==> config.mk <==
export PLATFORM = sky130hd
export DESIGN_NAME = gpio_ovr_port
export DESIGN_NICKNAME = d
export VERILOG_FILES = /design/src/rtl/gpio_ovr_pkg.sv /design/src/rtl/gpio_sync.sv /design/src/rtl/gpio_regfile.sv /design/src/rtl/gpio_pin_mux.sv /design/src/rtl/gpio_ovr_port.sv
export SDC_FILE = /design/constraint.sdc
export NUM_CORES = 1
export LEC_CHECK = 0
export BUFFER_PORTS_ARGS = -buffer_cell sky130_fd_sc_hd__buf_2
export CORE_MARGIN = 8
export CORE_UTILIZATION = 35
export CTS_BUF_LIST = sky130_fd_sc_hd__clkbuf_2
export DETAILED_ROUTE_END_ITERATION = 10
export HOLD_SLACK_MARGIN = 0.06
export PLACE_DENSITY = 0.73
export SLEW_MARGIN = 20
export SYNTH_ARGS = -nofsm -noshare
export SYNTH_HDL_FRONTEND = slang
export SYNTH_SLANG_ARGS = --single-unit
==> constraint.sdc <==
create_clock -name clk -period 1 [get_ports clk]
set_input_delay 0.2 -clock clk [delete_from_list [all_inputs] [get_ports clk]]
set_output_delay 0.2 -clock clk [all_outputs]
set_load 0.01 [all_outputs]
==> src/rtl/gpio_ovr_pkg.sv <==
package gpio_ovr_pkg;
  localparam int ADDR_W = 2;

  typedef enum logic [ADDR_W-1:0] {
    A_PINS = 2'd0,
    A_LAT  = 2'd1,
    A_DIR  = 2'd2,
    A_CFG  = 2'd3
  } reg_addr_e;
endpackage

==> src/rtl/gpio_sync.sv <==
module gpio_sync #(
  parameter int NPINS = 5
) (
  input  logic             clk,
  input  logic             rst,
  input  logic [NPINS-1:0] pad_in,
  output logic [NPINS-1:0] pin_sync
);
  logic [NPINS-1:0] meta_q;

  always_ff @(posedge clk) begin
    if (rst) begin
      meta_q   <= '0;
      pin_sync <= '0;
    end else begin
      meta_q   <= pad_in;
      pin_sync <= meta_q;
    end
  end

  // cycles since reset, saturating, so the latency check never looks into reset
  logic [1:0] age_q;
  always_ff @(posedge clk) begin
    if (rst) age_q <= '0;
    else if (age_q != 2'd2) age_q <= age_q + 2'd1;
  end

  a_r5_two_flop_latency: assert property (@(posedge clk) disable iff (rst)
    (age_q == 2'd2) |-> (pin_sync == $past(pad_in, 2)));
endmodule

==> src/rtl/gpio_regfile.sv <==
module gpio_regfile
  import gpio_ovr_pkg::*;
#(
  parameter int NPINS  = 5,
  parameter int DATA_W = 5,
  parameter int PU_BIT = 4
) (
  input  logic              clk,
  input  logic              rst,
  input  logic              we,
  input  logic [ADDR_W-1:0] addr,
  input  logic [DATA_W-1:0] wdata,
  input  logic [NPINS-1:0]  pin_sync,
  output logic [DATA_W-1:0] rdata,
  output logic [NPINS-1:0]  dir_q,
  output logic [NPINS-1:0]  lat_q,
  output logic              pu_en_q
);
  reg_addr_e sel;
  assign sel = reg_addr_e'(addr);

  always_ff @(posedge clk) begin
    if (rst) begin
      dir_q   <= '1;
      lat_q   <= '0;
      pu_en_q <= 1'b0;
    end else if (we) begin
      case (sel)
        A_PINS, A_LAT: lat_q   <= wdata[NPINS-1:0];
        A_DIR:         dir_q   <= wdata[NPINS-1:0];
        A_CFG:         pu_en_q <= wdata[PU_BIT];
        default:       ;
      endcase
    end
  end

  always_comb begin
    rdata = '0;
    case (sel)
      A_PINS:  rdata[NPINS-1:0] = pin_sync;
      A_LAT:   rdata[NPINS-1:0] = lat_q;
      A_DIR:   rdata[NPINS-1:0] = dir_q;
      A_CFG:   rdata[PU_BIT]    = pu_en_q;
      default: rdata = '0;
    endcase
  end

  a_r1_reset_values: assert property (@(posedge clk)
    rst |=> (dir_q == '1 && lat_q == '0 && !pu_en_q));

  a_r9_dir_software_only: assert property (@(posedge clk) disable iff (rst)
    !(we && sel == A_DIR) |=> $stable(dir_q));

  a_r4_pin_addr_loads_latch: assert property (@(posedge clk) disable iff (rst)
    (we && sel == A_PINS) |=> (lat_q == $past(wdata[NPINS-1:0])));
endmodule

==> src/rtl/gpio_pin_mux.sv <==
module gpio_pin_mux #(
  parameter int NPINS = 5
) (
  input  logic             clk,
  input  logic             rst,
  input  logic [NPINS-1:0] dir_q,
  input  logic [NPINS-1:0] lat_q,
  input  logic             pu_en,
  input  logic [NPINS-1:0] ovr_oe,
  input  logic [NPINS-1:0] ovr_do,
  input  logic [NPINS-1:0] ovr_in,
  output logic [NPINS-1:0] pad_oe,
  output logic [NPINS-1:0] pad_do,
  output logic [NPINS-1:0] pad_pu
);
  for (genvar i = 0; i < NPINS; i++) begin : g_pin
    logic oe_c, do_c;

    // drive force beats input force, input force beats the direction bit
    always_comb begin
      if (ovr_oe[i]) begin
        oe_c = 1'b1;
        do_c = ovr_do[i];
      end else begin
        oe_c = ovr_in[i] ? 1'b0 : ~dir_q[i];
        do_c = lat_q[i];
      end
    end

    always_ff @(posedge clk) begin
      if (rst) begin
        pad_oe[i] <= 1'b0;
        pad_do[i] <= 1'b0;
        pad_pu[i] <= 1'b0;
      end else begin
        pad_oe[i] <= oe_c;
        pad_do[i] <= do_c;
        pad_pu[i] <= pu_en & ~oe_c;
      end
    end

    a_r7_force_drive: assert property (@(posedge clk) disable iff (rst)
      ovr_oe[i] |=> (pad_oe[i] && pad_do[i] == $past(ovr_do[i])));

    a_r8_force_input: assert property (@(posedge clk) disable iff (rst)
      (ovr_in[i] && !ovr_oe[i]) |=> !pad_oe[i]);

    a_r6_no_pullup_on_driver: assert property (@(posedge clk) disable iff (rst)
      pad_pu[i] |-> !pad_oe[i]);
  end
endmodule

==> src/rtl/gpio_ovr_port.sv <==
module gpio_ovr_port
  import gpio_ovr_pkg::*;
#(
  parameter int NPINS  = 5,
  parameter int DATA_W = 5,
  parameter int PU_BIT = 4
) (
  input  logic              clk,
  input  logic              rst,
  input  logic              bus_we,
  input  logic [ADDR_W-1:0] bus_addr,
  input  logic [DATA_W-1:0] bus_wdata,
  output logic [DATA_W-1:0] bus_rdata,
  input  logic [NPINS-1:0]  pad_in,
  output logic [NPINS-1:0]  pin_sync,
  output logic [NPINS-1:0]  pad_oe,
  output logic [NPINS-1:0]  pad_do,
  output logic [NPINS-1:0]  pad_pu,
  input  logic [NPINS-1:0]  per_oe_force,
  input  logic [NPINS-1:0]  per_do,
  input  logic [NPINS-1:0]  per_ie_force
);
  logic [NPINS-1:0] dir_q, lat_q;
  logic             pu_en_q;

  gpio_sync #(.NPINS(NPINS)) u_sync (
    .clk(clk), .rst(rst), .pad_in(pad_in), .pin_sync(pin_sync)
  );

  gpio_regfile #(.NPINS(NPINS), .DATA_W(DATA_W), .PU_BIT(PU_BIT)) u_regs (
    .clk(clk), .rst(rst), .we(bus_we), .addr(bus_addr), .wdata(bus_wdata),
    .pin_sync(pin_sync), .rdata(bus_rdata),
    .dir_q(dir_q), .lat_q(lat_q), .pu_en_q(pu_en_q)
  );

  gpio_pin_mux #(.NPINS(NPINS)) u_mux (
    .clk(clk), .rst(rst), .dir_q(dir_q), .lat_q(lat_q), .pu_en(pu_en_q),
    .ovr_oe(per_oe_force), .ovr_do(per_do), .ovr_in(per_ie_force),
    .pad_oe(pad_oe), .pad_do(pad_do), .pad_pu(pad_pu)
  );

  a_r6_global_pullup_off: assert property (@(posedge clk) disable iff (rst)
    !pu_en_q |=> (pad_pu == '0));
endmodule

==> summary.md, run 1 <==
| Metric | Value |
|---|---|
| Outcome | finished, violations left |
| Failing checks | setup timing |
| Die Y | 76.42 um |
| Later-pin clock latency in the skew report | 0.38 ns |
| Deepest clock path buffer count | 2 |
| Core outline area | 0.003578 mm^2 |
| Clock sinks | 36 |
| Setup violations, final | 25 |
| WL per Instance | 13.07 um |
| Synth top area share | 56.42% |
| IO Port Bufs | 54 |
| Antenna violations before repair | 0 |
| Adder-Cell Fraction of Synth Area | 0% |
| Leading area contributor after synthesis | dfxtp_1 |
| Cell family with most CP delay | multiplexers |
| Synth area leaders | dfxtp_1 (56%), mux2i_1 (12%), nor2_1 (9.1%), nor2b_1 (5.4%), nor3_1 (3.9%) |
| DP HPWL | 2516 um |
| Setup TNS | -2.887 ns |
| Drt initial violations | 51 |
| Initial Util | 35.70% |
| TritonCTS Buffers | 5 |
| Final period demand of the worst path | 1.551 ns |
| CTS clk-pin slew, worst paths | 0.18 ns |
| Top_reg_cell synth | dfxtp_1 |
| Clock Tree Root | clkbuf_2 |
| MaxCap Viol Count | 0 |
| Yosys cell types | 16 |
| CP bufs+invs | 1 |
| Die extent in x | 76.42 um |
| Crit-path max FO | 2 |
| Post-Synthesis Cells | 129 |
| Leakage power | 0.9687 nW |
| Largest stage delay on the critical path | 0.47 ns |
| Compound-Gate Fraction of Synth Area | 3.526% |
| Avg Vias per Cell | 4.425 |
| Total Nets Final | 249 |
| FP Rows | 22 |
| Pre-CTS setup slack | -0.1876 ns |
| Seq cells post-synth | 36 |
| Xor/xnor cell area share of the yosys netlist | 0% |
| CP Capture Type | primary output |
| Post-DP Area | 0.001668 mm^2 |
| Remaining global-route overflow | 0 |
| Highest ir drop seen on vdd | 1.100 mV |
| Largest net degree at the start of global routing | 14 |
| Final wirelength | 3503 um |
| Final hold violation count | 0 |
| Syn nets | 159 |
| N_diodes | 0 |
| Routed Antenna Nets | 0 |
| Synth warn | 0 |
| Sequential share of the synthesized area | 56.42% |
| TritonCTS clock tree | done |
| I/O pins | 55 |
| H-tree Lvls | 2 |
| Crit path max-delay cell type | mux4_2 |
| GRT Total Usage | 12.47% |
| Non-Filler Instances | 268 |
| DR vias | 1186 |
| Vias in the first global route | 1278 |
| CP arrival | 1.35 ns |
| P per Cell Area | 1412 mW/mm^2 |
| Final hold slack | 0.07082 ns |
| Period utilization | 155.1% |
| DP Cell Count | 239 |
| Synth Area per Inst | 9.903 um^2 |
| Fmax | 644.5 MHz |
| Post-synth EDFFs | 0 |
| DRC viols | 0 |
| Ys async rst share | 0% |
| Simple-gate area share of the yosys netlist | 21.84% |
| Area delta synth->final | 58.77% |
| DRT Pass-1 Iters | 4 |
| Most instantiated cells after synthesis | dfxtp_1 (36), nor2_1 (31), mux2i_1 (15) |
| Worst relative slew slack | 77.70% |
| WS Path Type | reg2out |
| Crit path required time | 0.80 ns |
| Critical path startpoint category | register |
| Layout cell share with drive strength beyond 1 | 45.45% |
| Clock Skews | 0.01336 ns |
| Slew Viols, Final | 0 |
| CP Cell Sequence | mux4_2 -> buf_6 |
| First-pass GRT wire length | 5851 um |
| Cell area after layout | 0.002028 mm^2 |
| Largest family of logic cells by synthesized area | simple AND/OR/NAND/NOR gates |
| Final setup margin | -0.5515 ns |
| Unrepaired setup endpoints after global routing | yes |
| Global placer's final weighted congestion | 0.7241 |
| Hold/Removal Path Class | in2reg |
| Most common cell in the netlist | dfxtp_1 |
| Multiplexer share of the synthesized area | 13.52% |
| Worst slew pin tran | 0.3345 ns |
| Die footprint | 0.005839 mm^2 |
| Synthesized area | 0.001277 mm^2 |
report_power, final:
group | switching, mW | internal [mW]
combinational | 0.183 | 0.248
sequential | 0.0252 | 1.50
clock | 0.476 | 0.430
total | 0.684 | 2.18
worst paths after layout:
check	from	to	slack, ns	depth (start not counted)
worst min-delay path	per_ie_force[4]	u_mux.pad_oe[4]	0.07	4
worst max register to register	u_regs.pu_en_q	u_mux.pad_pu[1]	0.11	3
worst max-delay path	u_regs.lat_q[4]	bus_rdata[4]	-0.55	2
worst min register to register	u_sync.meta_q[2]	u_sync.pin_sync[2]	0.45	1
kinds of logic after synthesis:
logic type             count (synthesis)
AND/OR/NAND/NOR                       60
multiplexers                          16
AO/OA/AOI/OAI                          9
flip-flops                            36
buffers and inverters                  8
routing by layer:
metal,wire [um],track usage (%)
met2,1629,20.57
met1,1421,12.67
met4,84,4.615
met3,367,7.429
met5,0,0
sequential cells by signal, summed over array words and instances (netlist names):
name	count
u_sync.meta_q	5
u_mux.pad_do	5
u_regs.dir_q	5
u_mux.pad_oe	5
u_sync.pin_sync	5
u_regs.pu_en_q	1
u_mux.pad_pu	5
u_regs.lat_q	5
worst reg2reg max path, cell delays in order (launching register included):
cell      delay (ns)
dfxtp_1         0.36
buf_4           0.11
nand2b_1        0.16
nor3_2          0.20
cell type report:
| type | instances | area [um^2] |
|---|---|---|
| clock buffer | 6 | 30.03 |
| clock inverter | 2 | 35.03 |
| fill | 320 | 1550 |
| multi-input combinational | 85 | 506.7 |
| sequential | 36 | 739.5 |
| tap | 48 | 60.06 |
| timing repair buffer | 91 | 656.9 |
placed cells by master (no fill, tap or decap), drive strengths merged, types with 4 or more instances in the layout:
| cell | n |
|---|---|
| buf | 73 |
| dfxtp | 36 |
| nor2 | 31 |
| dlygate4sd3 | 18 |
| mux2i | 15 |
| nor2b | 11 |
| nor3 | 10 |
| clkbuf | 6 |
| a21oi | 5 |
| nand2 | 4 |
| o21ai | 4 |
repair_timing:
item | 4_1_cts | 5_1_grt
hold buffers | 17 | 1
setup buffers | 2 | 2
endpoints found under the hold margin | 21 | 1
endpoints found under the setup margin | 25 | 26
resized for setup | 22 | 11
per-stage QoR:
step                      util, %  power [mW]
after floorplan                 -       1.727
after global placement      46.61       1.889
after detailed placement    46.61       1.896
after CTS                   55.14       2.867
after global routing        56.68       3.004
final                       56.68       2.864
Power figures use the tool's default switching activity.
==> run 2: changes to the inputs <==
Settings changed: ABC_AREA set to 1.
==> run 2 against run 1 <==
- the flow still finishes with violations (setup timing)
- non-clock buffer count rose by 7
- highest routed layer unchanged
- die area grew 1.3%
- synthesized cell count increased by 26%
- register-to-register slack improved by 0.06 ns
- critical path type unchanged
- clock skew is 0.0065 ns higher
- global-route usage grew 0.36 points
==> summary.md, run 2 <==
| Metric | Value |
|---|---|
| Clock Skews | 0.01987 ns (+0.006514 ns) |
| Total Nets Final | 293 (+18%) |
| Post-Synthesis Cells | 163 (+26%) |
| DRC viols | 0 (unchanged) |
| Unrepaired setup endpoints after global routing | yes |
| Top_reg_cell synth | dfxtp_1 |
| Syn nets | 193 (+21%) |
| Deepest clock path buffer count | 2 (unchanged) |
| Highest ir drop seen on vdd | 1.012 mV (-8.0%) |
| Switching part of the total | 25.09% (+1.2 points) |
| IO Port Bufs | 54 (unchanged) |
| Initial Util | 36.02% (+0.32 points) |
| TritonCTS Buffers | 5 (unchanged) |
| Seq cells post-synth | 36 (unchanged) |
| Die extent in x | 76.92 um (+0.65%) |
| Period utilization | 124.2% (-31 points) |
| Part of the power in registers | 52.2% (-1.1 points) |
| Failing checks | setup timing |
| DR vias | 1378 (+16%) |
| Final setup margin | -0.2417 ns (+0.3098 ns) |
| Setup violations, final | 25 (unchanged) |
| Final wirelength | 3765 um (+7.5%) |
| Launching point of the worst reg2reg path | u_regs.pu_en_q |
| Remaining global-route overflow | 0 (unchanged) |
| Synth Area per Inst | 7.968 um^2 (-20%) |
| Clock Tree Root | clkbuf_2 |
| NetSw | 745.3 uW (+9.0%) |
| Combinational share of power | 17.2% (+2.2 points) |
| FP Rows | 22 (unchanged) |
| Multi-input gate area | 490.5 um^2 (-3.2%) |
| FF-to-FF setup slack | 0.17 ns (+0.06 ns) |
| Slew Viols, Final | 0 (unchanged) |
| Clock sinks | 36 (unchanged) |
| N_diodes | 0 (unchanged) |
| Post-synth EDFFs | 0 (unchanged) |
| Vias in the first global route | 1349 (+5.6%) |
| Antenna violations before repair | 0 (unchanged) |
| FF/Latch Area | 747.0 um^2 (+1.0%) |
| Synth area leaders | dfxtp_1 (55%), nor2_1 (11%), nand2_1 (6.1%), inv_1 (5.2%), nand3_1 (5.0%) |
| DRT Pass-1 Iters | 6 (+2) |
| Commonest non-fill, non-tap cell in the layout | buf_2 |
| Hold depth | 3 (-1) |
| WL per Instance | 12.07 um (-7.7%) |
| Commonest cells after routing, fill and taps aside | buf_2 (42), nor2_1 (39), dlygate4sd3_1 (21), dfxtp_2 (21), buf_4 (20) |
| Critical path startpoint category | register |
| HP Start | bus_wdata[4] |
| Crit path required time | 0.80 ns (about the same) |
| Hold/Removal Path Class | in2reg |
| Total power | 2.971 mW (+3.7%) |
| Reg2Reg Depth | 3 (unchanged) |
| Crit path max-delay cell type | dfxtp_2 |
| GRT Total Usage | 12.83% (+0.36 points) |
| Final core occ | 60.51% (+3.8 points) |
| Power share of the clock group | 30.6% (-1.1 points) |
| CP arrival | 1.04 ns (-0.31 ns) |
| Synthesized area | 0.001299 mm^2 (+1.7%) |
| DP Cell Count | 270 (+13%) |
| CTS clk-pin slew, worst paths | 0.17 ns (about the same) |
| Pre-CTS setup slack | -0.1017 ns (+0.08588 ns) |
| Most instantiated cells after synthesis | nor2_1 (39), dfxtp_1 (36), nand2_1 (21) |
| Leading area contributor after synthesis | dfxtp_1 |
| Yosys cell types | 17 (+1) |
| Later-pin clock latency in the skew report | 0.40 ns (+0.02 ns) |
| Ys async rst share | 0% (unchanged) |
| CP Cell Sequence | nand3_2 -> nand4_1 -> buf_2 |
| Crit-path max FO | 2 (unchanged) |
| Cell area after layout | 0.002182 mm^2 (+7.6%) |
| Fmax | 805.4 MHz (+25%) |
| Worst relative slew slack | 84.40% (+6.7 points) |
| WS Path Type | reg2out |
| Synth top area share | 55.49% (-0.92 points) |
| TritonCTS clock tree | done |
| Post-DP Area | 0.001662 mm^2 (-0.38%) |
| Area delta synth->final | 68.02% |
| I/O pins | 55 (unchanged) |
| Largest stage delay on the critical path | 0.37 ns (-0.10 ns) |
| Global placer's final weighted congestion | 0.8768 (+21%) |
| Final period demand of the worst path | 1.242 ns (-0.3098 ns) |
| H-tree Lvls | 2 (unchanged) |
| Layout cell share with drive strength beyond 1 | 45.83% (+0.38 points) |
| Hold endpoint | u_regs.pu_en_q |
| DP HPWL | 2519 um (+0.14%) |
| Sequential share of the synthesized area | 55.49% (-0.92 points) |
| Leakage power | 1.100 nW (+14%) |
| Avg Vias per Cell | 4.417 (-0.20%) |
| Drt initial violations | 132 (+160%) |
| Fillers | 329 (+2.8%) |
| Synth warn | 0 (unchanged) |
| First-pass GRT wire length | 6113 um (+4.5%) |
| Largest net degree at the start of global routing | 16 (+2) |
| CP Capture Type | primary output |
| P per Cell Area | 1361 mW/mm^2 (-3.6%) |
| Reg2reg end | u_mux.pad_pu[2] |
| Routed Antenna Nets | 0 (unchanged) |
| Non-Filler Instances | 312 (+16%) |
| Internal power | 2.225 mW (+2.1%) |
| MaxCap Viol Count | 0 (unchanged) |
| Die footprint | 0.005916 mm^2 (+1.3%) |
| Worst slew pin tran | 0.2335 ns (-0.1010 ns) |
| Outcome | finished, violations left |
| Die Y | 76.92 um (+0.65%) |
| Core outline area | 0.003606 mm^2 (+0.77%) |
| Final hold violation count | 0 (unchanged) |
| Most common cell in the netlist | nor2_1 |
| Worst setup path start | u_regs.lat_q[4] |
[run 2: cell count changes after synthesis, sizes merged, moves of 5 or more]
cell / delta
nand2: +18
o21ai: +6
nor2: +9
nor3: -5
mux2i: -15
inv: +20
nor2b: -11
nand3: +13
nand4: +6
[run 2: cell families after synthesis]
| family | after synthesis | synth area share (%) |
|---|---|---|
| and+or+nand+nor | 87 | 29.29 |
| buffers and inverters | 25 | 9.440 |
| DFF | 36 | 55.49 |
| AOI/OAI and AO/OA | 15 | 5.780 |
[run 2: layout make-up]
type	count	area share, %
multi-input combinational	102	22.48
clock inverter	2	1.606
clock buffer	6	1.376
sequential	36	34.23
tap	48	2.752
timing repair buffer	98	33.89
inverter	20	3.670
[run 2: power by group through the flow]
| stage | registers [mW] | clock network [mW] | logic, mW |
|---|---|---|---|
| after floorplan | 1.59 | 0 | 0.168 |
| after global placement | 1.57 | 0 | 0.356 |
| after detailed placement | 1.57 | 0 | 0.361 |
| after CTS | 1.54 | 0.914 | 0.482 |
| after global routing | 1.56 | 0.986 | 0.564 |
| final | 1.55 | 0.910 | 0.510 |
[run 2: how the worst max path moves through the flow]
| stage | endpoint | slack (ns) | depth (start not counted) |
|---|---|---|---|
| after global placement | bus_rdata[0] | -0.09 | 6 |
| after floorplan | bus_rdata[0] | 0.19 | 4 |
| after global routing | bus_rdata[4] | -0.31 | 3 |
| after CTS | bus_rdata[4] | -0.26 | 3 |
| after detailed placement | bus_rdata[0] | -0.10 | 6 |
| final | bus_rdata[4] | -0.24 | 3 |
[run 2: worst max-delay path, delay by kind of cell, from the launching register on]
kind / cells / cell delay (ns)
buf+inv: 1 / 0.15
simple gates: 2 / 0.14
flops: 1 / 0.37
[run 2: routing by layer]
metal	global-route usage [%]	vias to the layer above	share of wire, %
li1	-	714	-
met1	13.39	609	42
met2	21.58	48	49
met4	5.192	0	1.5
met5	0	-	0
met3	6.177	7	8.3
[run 2: timing repair]
action                     CTS  global route
pin swaps                    8             7
gates resized for setup     27            19
hold buffers                19             2
setup endpoints to repair   25            25
hold endpoints to repair    20             2
buffers inserted            12             1
[run 2: per-stage QoR]
step	TNS [ns]	hold slack [ns]
6_report	-2.496	0.06870
5_1_grt	-3.811	0.06072
4_1_cts	-2.636	0.06503
3_5_place_dp	-0.3453	0.3962
3_3_place_gp	-0.2762	0.3888
2_1_floorplan	0	0.2793
